### config.mk
export PLATFORM = sky130hd
export DESIGN_NAME = pm_mbox
export DESIGN_NICKNAME = d
export VERILOG_FILES = /design/src/rtl/pm_mbox_pkg.sv /design/src/rtl/pm_mbox_seq.sv /design/src/rtl/pm_mbox_irq.sv /design/src/rtl/pm_mbox_regs.sv /design/src/rtl/pm_mbox.sv
export SDC_FILE = /design/constraint.sdc
export NUM_CORES = 1
export LEC_CHECK = 0
export BUFFER_PORTS_ARGS = -buffer_cell sky130_fd_sc_hd__buf_2
export CAP_MARGIN = 0
export CELL_PAD_IN_SITES_DETAIL_PLACEMENT = 0
export CELL_PAD_IN_SITES_GLOBAL_PLACEMENT = 1
export CORE_MARGIN = 4
export CORE_UTILIZATION = 37
export CTS_BUF_LIST = sky130_fd_sc_hd__clkbuf_4 sky130_fd_sc_hd__clkbuf_8
export CTS_CLUSTER_DIAMETER = 200
export DETAILED_ROUTE_END_ITERATION = 7
export GPL_ROUTABILITY_DRIVEN = 0
export PLACE_DENSITY_LB_ADDON = 0.25
export SETUP_SLACK_MARGIN = 0.02
export SLEW_MARGIN = 40
export SYNTH_ARGS = -nofsm -noshare
export SYNTH_HDL_FRONTEND = slang
export SYNTH_SLANG_ARGS = --single-unit
### constraint.sdc
create_clock -name clk -period 3.3 [get_ports clk]
set_input_delay 0.66 -clock clk [delete_from_list [all_inputs] [get_ports clk]]
set_output_delay 0.66 -clock clk [all_outputs]
set_load 0.005 [all_outputs]
### src/rtl/pm_mbox_pkg.sv
package pm_mbox_pkg;
  localparam int unsigned WORD_W = 32;
  localparam int unsigned BYTE_W = 8;
  localparam int unsigned ADDR_W = 2;

  typedef enum logic [ADDR_W-1:0] {
    REG_DLO  = 2'd0,
    REG_DHI  = 2'd1,
    REG_CMD  = 2'd2,
    REG_PEND = 2'd3
  } reg_sel_e;

  typedef enum logic [BYTE_W-1:0] {
    ERR_NONE       = 8'd0,
    ERR_BAD_OPCODE = 8'd1,
    ERR_BAD_ARG    = 8'd2,
    ERR_TIMEOUT    = 8'd3,
    ERR_LOCKED     = 8'd4,
    ERR_BAD_RAIL   = 8'd5,
    ERR_RAIL_FAULT = 8'd6
  } mbox_err_e;

  typedef enum logic [1:0] {
    ST_IDLE  = 2'd0,
    ST_ISSUE = 2'd1,
    ST_WAIT  = 2'd2
  } seq_st_e;

  typedef struct packed {
    logic              run;
    logic [6:0]        rsv;
    logic [BYTE_W-1:0] p2;
    logic [BYTE_W-1:0] p1;
    logic [BYTE_W-1:0] low;
  } cmd_word_t;

  // Host word to stored command: reserved bits are dropped.
  function automatic cmd_word_t take_cmd(logic [WORD_W-1:0] w);
    cmd_word_t c;
    c     = cmd_word_t'(w);
    c.rsv = '0;
    return c;
  endfunction

  // Stored command after completion: error code replaces the low byte.
  function automatic cmd_word_t finish_cmd(cmd_word_t c, logic [BYTE_W-1:0] err);
    cmd_word_t r;
    r     = c;
    r.run = 1'b0;
    r.low = err;
    return r;
  endfunction
endpackage

### src/rtl/pm_mbox_seq.sv
module pm_mbox_seq
  import pm_mbox_pkg::*;
(
  input  logic clk,
  input  logic rst_n,
  input  logic start,
  input  logic req_ready,
  input  logic rsp_valid,
  output logic req_valid,
  output logic busy,
  output logic done
);
  seq_st_e st_q, st_d;

  always_comb begin
    st_d = st_q;
    unique case (st_q)
      ST_IDLE:  if (start) st_d = ST_ISSUE;
      ST_ISSUE: if (req_ready) st_d = ST_WAIT;
      ST_WAIT:  if (rsp_valid) st_d = ST_IDLE;
      default:  st_d = ST_IDLE;
    endcase
  end

  always_ff @(posedge clk) begin
    if (!rst_n) st_q <= ST_IDLE;
    else        st_q <= st_d;
  end

  assign req_valid = (st_q == ST_ISSUE);
  assign busy      = (st_q != ST_IDLE);
  assign done      = (st_q == ST_WAIT) && rsp_valid;

  assert_req_held_R3: assert property (@(posedge clk) disable iff (!rst_n)
    req_valid && !req_ready |=> req_valid);

  assert_early_rsp_ignored_R7: assert property (@(posedge clk) disable iff (!rst_n)
    req_valid && rsp_valid |=> busy);

  assert_done_goes_idle_R6: assert property (@(posedge clk) disable iff (!rst_n)
    done |=> !busy && !req_valid);
endmodule

### src/rtl/pm_mbox_irq.sv
module pm_mbox_irq (
  input  logic clk,
  input  logic rst_n,
  input  logic done,
  input  logic pend_clr,
  output logic irq,
  output logic pend
);
  always_ff @(posedge clk) begin
    if (!rst_n) begin
      irq  <= 1'b0;
      pend <= 1'b0;
    end else begin
      irq <= done;
      if (done)          pend <= 1'b1;
      else if (pend_clr) pend <= 1'b0;
    end
  end

  assert_irq_one_cycle_R8: assert property (@(posedge clk) disable iff (!rst_n)
    irq |=> !irq);

  assert_irq_sets_pend_R9: assert property (@(posedge clk) disable iff (!rst_n)
    irq |-> pend);

  assert_pend_sticky_R9: assert property (@(posedge clk) disable iff (!rst_n)
    pend && !pend_clr |=> pend);
endmodule

### src/rtl/pm_mbox_regs.sv
module pm_mbox_regs
  import pm_mbox_pkg::*;
#(
  parameter bit WIDE_CHAN = 1'b1
) (
  input  logic              clk,
  input  logic              rst_n,
  input  logic              bus_wr,
  input  logic [ADDR_W-1:0] bus_word_addr,
  input  logic [WORD_W-1:0] bus_wdata,
  output logic [WORD_W-1:0] bus_rdata,
  input  logic              busy,
  input  logic              done,
  input  logic              pend,
  input  logic [BYTE_W-1:0] rsp_err,
  input  logic [WORD_W-1:0] rsp_lo,
  input  logic [WORD_W-1:0] rsp_hi,
  output logic              start,
  output logic              pend_clr,
  output cmd_word_t         cmd,
  output logic [WORD_W-1:0] data_lo,
  output logic [WORD_W-1:0] data_hi
);
  reg_sel_e sel;
  logic     wr_cmd_ok, wr_lo_ok, wr_hi_ok;

  assign sel       = reg_sel_e'(bus_word_addr);
  assign wr_cmd_ok = bus_wr && (sel == REG_CMD) && !busy;
  assign wr_lo_ok  = bus_wr && (sel == REG_DLO) && !busy;
  assign wr_hi_ok  = bus_wr && (sel == REG_DHI) && !busy;
  assign start     = wr_cmd_ok && bus_wdata[WORD_W-1];
  assign pend_clr  = bus_wr && (sel == REG_PEND) && bus_wdata[0];

  always_ff @(posedge clk) begin
    if (!rst_n) begin
      cmd     <= '0;
      data_lo <= '0;
    end else begin
      if (done)           cmd <= finish_cmd(cmd, rsp_err);
      else if (wr_cmd_ok) cmd <= take_cmd(bus_wdata);
      if (done)           data_lo <= rsp_lo;
      else if (wr_lo_ok)  data_lo <= bus_wdata;
    end
  end

  generate
    if (WIDE_CHAN) begin : g_wide
      logic [WORD_W-1:0] hi_q;
      always_ff @(posedge clk) begin
        if (!rst_n)        hi_q <= '0;
        else if (done)     hi_q <= rsp_hi;
        else if (wr_hi_ok) hi_q <= bus_wdata;
      end
      assign data_hi = hi_q;
    end else begin : g_narrow
      assign data_hi = '0;
    end
  endgenerate

  always_comb begin
    unique case (sel)
      REG_DLO:  bus_rdata = data_lo;
      REG_DHI:  bus_rdata = data_hi;
      REG_CMD:  bus_rdata = WORD_W'(cmd);
      REG_PEND: bus_rdata = {{(WORD_W-1){1'b0}}, pend};
      default:  bus_rdata = '0;
    endcase
  end

  assert_run_tracks_busy_R2: assert property (@(posedge clk) disable iff (!rst_n)
    cmd.run == busy);

  assert_busy_cmd_write_ignored_R4: assert property (@(posedge clk) disable iff (!rst_n)
    busy && bus_wr && (sel == REG_CMD) && !done |=> cmd == $past(cmd));

  assert_busy_data_protect_R5: assert property (@(posedge clk) disable iff (!rst_n)
    busy && !done |=> data_lo == $past(data_lo) && data_hi == $past(data_hi));

  assert_completion_latch_R6: assert property (@(posedge clk) disable iff (!rst_n)
    done |=> data_lo == $past(rsp_lo) && cmd.low == $past(rsp_err) && !cmd.run);
endmodule

### src/rtl/pm_mbox.sv
module pm_mbox
  import pm_mbox_pkg::*;
#(
  parameter bit WIDE_CHAN = 1'b1
) (
  input  logic              clk,
  input  logic              rst_n,
  input  logic              bus_wr,
  input  logic [ADDR_W-1:0] bus_word_addr,
  input  logic [WORD_W-1:0] bus_wdata,
  output logic [WORD_W-1:0] bus_rdata,
  output logic              req_valid,
  input  logic              req_ready,
  output logic [BYTE_W-1:0] req_opcode,
  output logic [BYTE_W-1:0] req_p1,
  output logic [BYTE_W-1:0] req_p2,
  output logic [WORD_W-1:0] req_data_lo,
  output logic [WORD_W-1:0] req_data_hi,
  input  logic              rsp_valid,
  input  logic [BYTE_W-1:0] rsp_err,
  input  logic [WORD_W-1:0] rsp_data_lo,
  input  logic [WORD_W-1:0] rsp_data_hi,
  output logic              done_irq
);
  logic      start, busy, done, pend, pend_clr;
  cmd_word_t cmd;

  pm_mbox_regs #(.WIDE_CHAN(WIDE_CHAN)) u_regs (
    .clk(clk), .rst_n(rst_n), .bus_wr(bus_wr), .bus_word_addr(bus_word_addr),
    .bus_wdata(bus_wdata), .bus_rdata(bus_rdata), .busy(busy), .done(done),
    .pend(pend), .rsp_err(rsp_err), .rsp_lo(rsp_data_lo), .rsp_hi(rsp_data_hi),
    .start(start), .pend_clr(pend_clr), .cmd(cmd), .data_lo(req_data_lo),
    .data_hi(req_data_hi)
  );

  pm_mbox_seq u_seq (
    .clk(clk), .rst_n(rst_n), .start(start), .req_ready(req_ready),
    .rsp_valid(rsp_valid), .req_valid(req_valid), .busy(busy), .done(done)
  );

  pm_mbox_irq u_irq (
    .clk(clk), .rst_n(rst_n), .done(done), .pend_clr(pend_clr),
    .irq(done_irq), .pend(pend)
  );

  assign req_opcode = cmd.low;
  assign req_p1     = cmd.p1;
  assign req_p2     = cmd.p2;

  assert_start_offers_fields_R2: assert property (@(posedge clk) disable iff (!rst_n)
    start |=> req_valid && req_opcode == $past(bus_wdata[7:0])
              && req_p1 == $past(bus_wdata[15:8]) && req_p2 == $past(bus_wdata[23:16]));

  assert_payload_stable_R3: assert property (@(posedge clk) disable iff (!rst_n)
    req_valid && !req_ready |=> $stable(req_opcode) && $stable(req_p1)
                                && $stable(req_p2) && $stable(req_data_lo)
                                && $stable(req_data_hi));

  assert_narrow_hi_zero_R10: assert property (@(posedge clk) disable iff (!rst_n)
    !WIDE_CHAN |-> req_data_hi == '0);
endmodule

After elaboration in Yosys (flattened, before gate mapping). Cells that the tools add are included.

Equal/unequal tests: 8. Mux-type cells: 13. Bitwise operators: 2. Reduce and logical (&&, ||, !) cells: 21.

Operators with widths (number): 2-to-1 mux 32 bit (4); case mux 32 bit (4 select lines) (1); 2-to-1 mux 8 bit (2); logical AND 1 bit (10); nonzero test 2 bit (5); == test 2 bit (second input constant) (3); 2-to-1 mux 2 bit (3); case mux 2 bit (3 select lines) (1); == test 2 x 1 -> 1 bit (second input constant) (2); zero test 2 bit (2); != test 2 bit (second input constant) (2); AND reduction 3 bit (1); 2-to-1 mux 1 bit (2); != test 2 x 1 -> 1 bit (second input constant) (1); NOT 1 bit (2); AND reduction 2 bit (1); OR reduction 2 bit (1); zero test 1 bit (1).

Bits in registers: 93. Input port bits: 111. Output and inout port bits: 122.

Longest topological paths before layout. Gate-level depths: netlist (run 1).

Word-level depth: 6. Gate-level depth with buffers: 6. Mapped depth without buffers: 3.

Modules after synthesis. A second synthesis (run 1) with hierarchy kept.

Cells, all modules: 531. Area total of the unflattened synthesis: 5089.9 um^2.

By module, submodules not included: pm_mbox_regs (instances 1, cells each 515, area each 4923.5 um^2, seq. area each 1781.7 um^2); pm_mbox_seq (instances 1, cells each 11, area each 98.8 um^2, seq. area each 40.0 um^2); pm_mbox_irq (instances 1, cells each 5, area each 67.6 um^2, seq. area each 40.0 um^2).

Least setup slack after synthesis (run 1). Ideal clock, no wire load.

Kind: input-to-output. Start point: in bus_word_addr[1]. End point: out bus_rdata[10]. Arrival time: 1.518 ns. Required time: 2.640 ns. Setup slack: 1.122 ns. Cell stages on the path: 6. Buffers on the path: 3. Cell sequence: buf_2 > nor2b_1 > buf_4 > buf_4 > nand2_1 > o21ai_1.

Cells in the longest elaborated chain, start to end: 2.

RTL lines: start, declared (RTL line pm_mbox.sv:9) `input logic [ADDR_W-1:0] bus_word_addr,`; == test 2 bit, or another cell as far along (RTL line pm_mbox_regs.sv:61) `unique case (sel)`; case mux 32 bit (4 select lines) (*) (RTL line pm_mbox_regs.sv:61); end, declared (RTL line pm_mbox.sv:11) `output logic [WORD_W-1:0] bus_rdata,`.

Mark *: on every way between the ends. The rest lies on a longest branch, timed or not.

Final worst setup path (run 1).
Start point: in bus_word_addr[0]. End point: out bus_rdata[19].

Same word-level chain as after synthesis.

==> results.sh, run 1 <==
export IMPL_status="finished, final reports clean"
export IMPL_clk_path_buf_depth=2
export IMPL_die_area_um2=16600
export IMPL_r2r_setup_slack_ns=1.08
export IMPL_layout_common_cells="buf_2, nand3_1, dfxtp_1, nand2_1, o21ai_1"
export IMPL_grt_pass1_vias=5899
export IMPL_fp_dieH_um=129
export IMPL_worst_setup_path_type="primary input to output port"
export IMPL_reg2reg_depth=4
export IMPL_grt_max_degree=54
export IMPL_yosys_area_top_type="dfxtp_1"
export IMPL_track_usage_pct=24.7
export IMPL_htreeDepth=3
export IMPL_syn_num_nets=802
export IMPL_cts_made_buffers=9
export IMPL_synth_area_leaders="dfxtp_1, nand3_1, a41oi_1, nand3b_1, mux2i_1"
export IMPL_dp_hpwl_um=15100
export IMPL_ioPinCount=233
export IMPL_setup_violations=0
export IMPL_cellLeakagePower_uw=0.00276
export IMPL_syn_to_final_growth_pct=26.7
export IMPL_postCtsResizedCells=0
export IMPL_antenna_left=0
export IMPL_synth_cell_type_count=35
export IMPL_syn_area_um2=5410
export IMPL_hold_viol_final=0
export IMPL_cap_violations=0
export IMPL_hold_path_end="u_irq.pend"
export IMPL_fin_cells=1045
export IMPL_ys_seq_area_share_pct=34.4
export IMPL_root_buffer="clkbuf_8"
export IMPL_hp_start="u_irq.pend"
export IMPL_vias=6128
export IMPL_drt_iter0_drc=589
export IMPL_rows=43
export IMPL_io_buffers=232
export IMPL_cp_max_fo=21
export IMPL_fin_setup_tns_ns=0
export IMPL_syn_inst=691
export IMPL_crit_path_end_kind="output port"
export IMPL_synth_top_area_share_pct=34.4
export IMPL_wirelength_um=21400
export IMPL_hold_buffers=0
export IMPL_fp_coreArea_um2=14100
export IMPL_dp_cells=1027
export IMPL_avgRoutedWirePerCell_um=20.5
export IMPL_ys_seq_elements=93
export IMPL_arrival_ns=2.02
export IMPL_initial_core_util_pct=38.4
export IMPL_hold_depth=2
export IMPL_cts_tree="built"
export IMPL_antenna_found_initial=1
export IMPL_grt_overflow=0
export IMPL_drc=0
export IMPL_p_per_area_nw_per_um2=406
export IMPL_layout_commonest_cell="buf_2"
export IMPL_worstMarginPinSlew_ns=0.785
export IMPL_skew_ns=0.0121
export IMPL_crit_path_start="bus_word_addr[0]"
export IMPL_grt_pass1_wl_um=32500
export IMPL_drive_gt1_share_pct=32.8
export IMPL_firstDrtPassIters=5
export IMPL_die_x_um=129
export IMPL_fin_crit_sh_pct=81.3
export IMPL_vias_per_cell=5.86
export IMPL_nFillCells=1420
export IMPL_relSlewSlack_pct=47.5
export IMPL_irDropWorstVdd_mv=0.236
export IMPL_fmax_mhz=373
export IMPL_timing_rr_start="u_seq.st_q[1]"
export IMPL_slew_viol_final=0
export IMPL_fin_crit_ns=2.68
export IMPL_timing_rr_end="u_regs.data_lo[13]"
export IMPL_hold_path_class="flop to flop"
export IMPL_nNetsFinal=970
export IMPL_start_kind="primary input"
export IMPL_crit_required_ns=2.64
export IMPL_cts_setup_buffers=0
export IMPL_avgSynthCellArea_um2=7.83
export IMPL_clk_pin_slew_worst_paths_ns=0.09
export IMPL_clock_sinks=93
export IMPL_rsz0062_at_grt="false"
export IMPL_yosys_warnings=0
export IMPL_worstSkewPairLatency_ns=0.39
[per-layer routing]
layer	vias up	routed length [µm]	GRT usage, %
li1	2879	-	-
met1	2968	9200	33.3
met2	251	10200	39.7
met3	28	1630	5.48
met4	2	336	7.72
met5	-	7	0
[registers in the layout (all words and copies together), names as in the netlist]
name / flops
u_seq.st_q: 2
u_regs.cmd: 25
u_regs.data_lo: 32
u_regs.data_hi: 32
u_irq.pend: 1
u_irq.irq: 1
[how the worst max path moves through the flow]
| stage | to | slack [ns] |
|---|---|---|
| floorplan | bus_rdata[10] | 1.12 |
| CTS | bus_rdata[19] | 0.61 |
| global route | bus_rdata[12] | 0.52 |
| global placement | bus_rdata[31] | 0.67 |
| detailed placement | bus_rdata[19] | 0.62 |
| finish | bus_rdata[19] | 0.62 |
[power breakdown]
group          internal, µW  total, µW  switching (µW)
logic                   176        404             228
clock network           732       1170             436
registers              1160       1210            46.5
total                  2070       2780             711
[stage by stage]
stage	util [%]	setup WS (ns)	hold WS [ns]	total power, µW	instance area (µm²)
floorplan	-	1.12	0.433	1440	5410
global placement	46.0	0.669	0.456	1630	6490
detailed placement	46.4	0.623	0.446	1640	6530
CTS	48.5	0.615	0.459	2800	6840
global route	48.7	0.524	0.489	2880	6860
finish	48.7	0.617	0.468	2780	6860
[cells in the mapped netlist, drive strengths merged]
cell type	n
nor4b	1
or4b	2
nand4	1
a31oi	25
buf	58
o221a	5
o211ai	1
or3b	1
and2	1
nand3b	43
mux2i	31
a21oi	21
nor2b	14
a41oi	42
nand2b	2
nor3b	2
nor2	11
o21ai	68
nand4bb	1
clkbuf	41
nand3	137
a22oi	12
inv	2
and4bb	1
nand2	69
o21a	5
mux4	1
dfxtp	93
[area by class of cell]
class                   count  area [µm²]  share of cell area, %
inverters                   2        7.51                  0.109
flip-flops and latches     93        1870                   27.2
repair buffers            256        1410                   20.5
diodes                      1        2.50                 0.0365
clock buffers               9         124                   1.81
clock inverters             7         185                   2.70
multi-input cells         497        3040                   44.4
well taps                 180         225                   3.28
[cell families (layout without fill, tap and decap cells)]
kind of cell,count (synthesis),count (layout),synth area share (%)
and+or+nand+nor,286,286,28.1
DFF,93,93,34.4
muxes,32,32,6.15
other,0,1,0
buffers and inverters,101,274,9.80
AOI/OAI and AO/OA,179,179,21.5
[worst max-delay path: stages]
cell and delay, ns:
buf_2 0.52, buf_4 0.37, mux2i_1 0.22, o21ai_1 0.08, buf_2 0.14
No activity file was read; power rests on OpenSTA's default activity.
==> run 2: changes to the inputs <==
- ABC_AREA: unset -> 1
- CORE_UTILIZATION: 37 -> 29
- clock period: 3.3 -> 2.4 ns (I/O delays scaled with it)
==> results.sh, run 2 <==
export IMPL_status="finished, final reports clean"
export IMPL_syn_to_final_growth_pct=28.2
export IMPL_setup_violations=0
export IMPL_highest_layer="met5"
export IMPL_crit_required_ns=1.92
export IMPL_r2r_setup_slack_ns=0.68
export IMPL_worstSkewPairLatency_ns=0.37
export IMPL_nNetsFinal=1119
export IMPL_hold_viol_final=0
export IMPL_ys_seq_area_share_pct=36.6
export IMPL_wl_met2_um=10000
export IMPL_yosys_warnings=0
export IMPL_grt_pass1_vias=5641
export IMPL_arrival_ns=1.64
export IMPL_synth_cell_type_count=23
export IMPL_antenna_left=0
export IMPL_vias=5677
export IMPL_synth_enable_flop_cells=0
export IMPL_initial_core_util_pct=29.5
export IMPL_antenna_found_initial=2
export IMPL_wl_met3_um=1440
export IMPL_postCtsResizedCells=0
export IMPL_die_x_um=141
export IMPL_relSlewSlack_pct=63.8
export IMPL_syn_num_nets=934
export IMPL_yosys_most_used_dff="dfxtp_1"
export IMPL_layout_commonest_cell="nand2_1"
export IMPL_root_buffer="clkbuf_8"
export IMPL_synthArstFlopShare_pct=0
export IMPL_irDropWorstVdd_mv=0.228
export IMPL_hold_path_end="u_regs.cmd[20]"
export IMPL_syn_inst=823
export IMPL_fin_cells=1239
export IMPL_dp_cells=1222
export IMPL_dp_hpwl_um=14500
export IMPL_wirelength_um=20700
export IMPL_htreeDepth=3
export IMPL_fin_setup_tns_ns=0
export IMPL_vias_per_cell=4.58
export IMPL_fp_coreArea_um2=17200
export IMPL_hold_path_class="primary input to flop"
export IMPL_ioPinCount=233
export IMPL_fin_crit_ns=2.12
export IMPL_synth_area_leaders="dfxtp_1, nand2_1, nor2_1, nand3_1, inv_1"
export IMPL_clk_path_buf_depth=2
export IMPL_grt_overflow=0
export IMPL_drive_gt1_share_pct=27.9
export IMPL_wl_met1_um=8960
export IMPL_hold_buffers=0
export IMPL_avgRoutedWirePerCell_um=16.7
export IMPL_reg2reg_depth=5
export IMPL_firstDrtPassIters=4
export IMPL_rsz0062_at_grt="false"
export IMPL_cts_made_buffers=9
export IMPL_worst_setup_path_type="primary input to output port"
export IMPL_worstMarginPinSlew_ns=0.542
export IMPL_skew_ns=0.0118
export IMPL_fp_dieH_um=141
export IMPL_timing_rr_start="u_seq.st_q[1]"
export IMPL_syn_area_um2=5090
export IMPL_cts_setup_buffers=0
export IMPL_grt_max_degree=47
export IMPL_fin_crit_sh_pct=88.5
export IMPL_io_buffers=232
export IMPL_timing_rr_end="u_regs.cmd[31]"
export IMPL_clk_pin_slew_worst_paths_ns=0.09
export IMPL_p_total_uw=3330
export IMPL_hold_depth=3
export IMPL_cap_violations=0
export IMPL_rows=48
export IMPL_ys_seq_elements=93
export IMPL_yosys_area_top_type="dfxtp_1"
export IMPL_hp_start="bus_wdata[20]"
export IMPL_slew_viol_final=0
export IMPL_cts_tree="built"
export IMPL_start_kind="primary input"
export IMPL_cellLeakagePower_uw=0.00346
export IMPL_yosysMostFrequentCell="nand2_1"
export IMPL_cp_max_fo=23
export IMPL_grt_pass1_wl_um=31400
export IMPL_avgSynthCellArea_um2=6.19
export IMPL_crit_path_end_kind="output port"
export IMPL_drt_iter0_drc=266
export IMPL_clock_sinks=93
export IMPL_p_per_area_nw_per_um2=510
export IMPL_layout_common_cells="nand2_1, buf_2, nor2_1, dfxtp_1, nand3_1"
export IMPL_die_area_um2=19700
export IMPL_drc=0
export IMPL_track_usage_pct=20.3
export IMPL_fmax_mhz=471
export IMPL_synth_top_area_share_pct=36.6
export IMPL_synth_common_cells="nand2_1, nor2_1, dfxtp_1"
run 2: cell types whose count changed in the layout (fill, tap and decap cells not counted), moves of 15 or more:
cell / before / now
nand2_1: 68 / 271
mux2i_1: 31 / 0
o21ai_1: 44 / 12
nand3_1: 137 / 73
o221ai_1: 0 / 19
nand3b_1: 43 / 2
o21ai_0: 24 / 9
nor2_1: 11 / 143
nand4_1: 1 / 21
a31oi_1: 25 / 0
a41oi_1: 42 / 0
inv_1: 1 / 57
run 2: cell families after synthesis:
logic type | count (synthesis) | synth area share (%)
and+or+nand+nor | 517 | 41.6
DFF | 93 | 36.6
AOI/OAI and AO/OA | 70 | 8.57
buffers and inverters | 143 | 13.2
run 2: worst max-delay path, stage by stage:
cell      delay (ns)
buf_2           0.14
nor2_1          0.23
inv_1           0.09
buf_4           0.24
o221ai_1        0.28
buf_2           0.17
run 2: area by class of cell:
class	instances	area [µm²]
Fill cell	1952	10700
Multi-Input combinational cell	587	2570
Sequential cell	93	1860
Timing Repair Buffer	254	1390
Tap cell	225	282
Inverter	63	236
Clock buffer	12	159
Clock inverter	4	22.5
Antenna cell	1	2.50
run 2: power breakdown:
part	internal, µW	total [µW]	switching, µW	leakage (µW)
Sequential	1620	1670	46.6	0.000760
Combinational	266	635	370	0.00261
Clock	441	1020	583	0.0000956
run 2: per-stage QoR:
| stage | hold WS, ns | utilization [%] | area, µm² | setup slack, ns |
|---|---|---|---|---|
| final | 0.365 | 37.9 | 6530 | 0.276 |
| after global routing | 0.347 | 37.9 | 6530 | 0.193 |
| after CTS | 0.337 | 37.8 | 6520 | 0.270 |
| after detailed placement | 0.485 | 36.8 | 6340 | 0.270 |
| after global placement | 0.481 | 36.8 | 6340 | 0.310 |
| after floorplan | 0.457 | - | 5090 | 0.812 |
run 2: worst max-delay path by stage:
stage,end,start,slack (ns)
after global routing,bus_rdata[10],bus_word_addr[1],0.19
after global placement,bus_rdata[31],bus_word_addr[1],0.31
after CTS,bus_rdata[31],bus_word_addr[1],0.27
final,bus_rdata[31],bus_word_addr[1],0.28
after floorplan,bus_rdata[11],bus_word_addr[1],0.81
after detailed placement,bus_rdata[31],bus_word_addr[1],0.27
run 2: layer usage:
metal / track usage, % / vias up
li1: - / 2952
met4: 4.69 / 2
met5: 0 / -
met2: 35.8 / 157
met1: 24.5 / 2550
met3: 5.87 / 16
==> run 3: changes to the inputs <==
- CORE_UTILIZATION: 29 -> 35
- SYNTH_HIERARCHICAL: unset -> 1
- clock period: 2.4 -> 2.7 ns (I/O delays scaled with it)
==> results.sh, run 3 <==
export IMPL_status="finished, final reports clean"
export IMPL_setup_violations=0
export IMPL_clock_sinks=93
export IMPL_crit_required_ns=2.16
export IMPL_yosys_warnings=6
export IMPL_syn_to_final_growth_pct=26.7
export IMPL_hold_viol_final=0
export IMPL_path_common_cell="buf_2"
export IMPL_layout_commonest_cell="nand2_1"
export IMPL_nNetsFinal=1212
export IMPL_worst_setup_path_type="primary input to output port"
export IMPL_dp_hpwl_um=12400
export IMPL_arrival_ns=1.72
export IMPL_syn_inst=906
export IMPL_drt_iter0_drc=388
export IMPL_worstPathCellList="buf_2 > inv_2 > nand2_2 > o221ai_1 > buf_2"
export IMPL_antenna_found_initial=1
export IMPL_track_usage_pct=20.5
export IMPL_fp_coreArea_um2=15100
export IMPL_die_x_um=132
export IMPL_cellLeakagePower_uw=0.00396
export IMPL_drive_gt1_share_pct=25.0
export IMPL_nFillCells=1731
export IMPL_cap_violations=0
export IMPL_fp_dieH_um=132
export IMPL_antenna_left=0
export IMPL_wirelength_um=18400
export IMPL_avgSynthCellArea_um2=5.94
export IMPL_fin_crit_sh_pct=83.8
export IMPL_fin_setup_tns_ns=0
export IMPL_slew_viol_final=0
export IMPL_fmax_mhz=442
export IMPL_syn_num_nets=1017
export IMPL_grt_pass1_wl_um=29300
export IMPL_irDropWorstVdd_mv=0.269
export IMPL_skew_ns=0.0108
export IMPL_start_kind="primary input"
export IMPL_cts_tree="built"
export IMPL_fin_crit_ns=2.26
export IMPL_p_per_area_nw_per_um2=448
export IMPL_layout_common_cells="nand2_1, buf_2, inv_1, nand3_1, dfxtp_1"
export IMPL_grt_max_degree=96
export IMPL_crit_path_end_kind="output port"
export IMPL_worstMarginPinSlew_ns=0.782
export IMPL_io_buffers=232
export IMPL_grt_overflow=0
export IMPL_avgRoutedWirePerCell_um=14.2
export IMPL_cts_made_buffers=9
export IMPL_htreeDepth=3
export IMPL_max_stage_delay_ns=0.39
export IMPL_hold_buffers=0
export IMPL_fin_cells=1295
export IMPL_syn_area_um2=5380
export IMPL_root_buffer="clkbuf_8"
export IMPL_relSlewSlack_pct=47.9
export IMPL_drc=0
export IMPL_worstSkewPairLatency_ns=0.37
export IMPL_postCtsResizedCells=0
export IMPL_firstDrtPassIters=5
export IMPL_cp_max_fo=24
export IMPL_holdWs_ns=0.443
export IMPL_cts_setup_buffers=0
export IMPL_rows=45
export IMPL_hold_path_class="primary input to flop"
export IMPL_rsz0062_at_grt="false"
export IMPL_ioPinCount=233
export IMPL_cp_slowest_cell="o221ai_1"
export IMPL_grt_pass1_vias=5639
export IMPL_clk_path_buf_depth=2
export IMPL_clk_pin_slew_worst_paths_ns=0.09
export IMPL_vias=6055
export IMPL_die_area_um2=17400
export IMPL_dp_cells=1278
export IMPL_initial_core_util_pct=35.5
export IMPL_vias_per_cell=4.68
run 3: critical path: cells and delay by family:
family | cells | cell delay [ns]
AND/OR/NAND/NOR | 1 | 0.38
buffers and inverters | 3 | 0.39
AO/OA/AOI/OAI | 1 | 0.39
run 3: through the flow:
stage | area (µm²) | power, µW | worst slack [ns] | utilization [%]
6_report | 6820 | 3060 | 0.437 | 45.0
5_1_grt | 6820 | 3240 | 0.381 | 45.0
4_1_cts | 6820 | 3100 | 0.433 | 45.0
3_5_place_dp | 6620 | 2120 | 0.431 | 43.7
3_3_place_gp | 6620 | 2120 | 0.442 | 43.7
2_1_floorplan | 5380 | 1840 | 0.997 | -
run 3: final timing paths:
check,to,slack (ns),cells past startpoint,startpoint
worst max-delay path,bus_rdata[16],0.44,5,bus_word_addr[0]
worst min-delay path,u_seq/st_q[1],0.44,3,req_ready
worst max register to register,u_regs/cmd[6],0.70,7,u_seq/st_q[1]
worst min register to register,u_regs/cmd[31],0.47,2,u_regs/cmd[31]
run 3: power breakdown:
| part | leakage [µW] | switching [µW] | total (µW) | internal, µW |
|---|---|---|---|---|
| clock network | 0.000106 | 517 | 975 | 459 |
| logic | 0.00309 | 338 | 587 | 249 |
| registers | 0.000761 | 45.9 | 1490 | 1450 |
run 3: layout make-up:
type                            instances  area [µm²]  area share (%)
Clock inverter                          5        50.0           0.734
Antenna cell                            1        2.50          0.0367
Multi-Input combinational cell        618        2730            40.1
Tap cell                              188         235            3.45
Timing Repair Buffer                  245        1280            18.8
Clock buffer                           11         145            2.13
Inverter                              134         508            7.45
Sequential cell                        93        1860            27.3
run 3: layer usage:
metal / share of wire, % / global-route usage, %
met1: 45 / 26.8
met2: 45 / 33.5
met3: 7.6 / 5.00
met4: 1.5 / 6.24
met5: 0 / 0
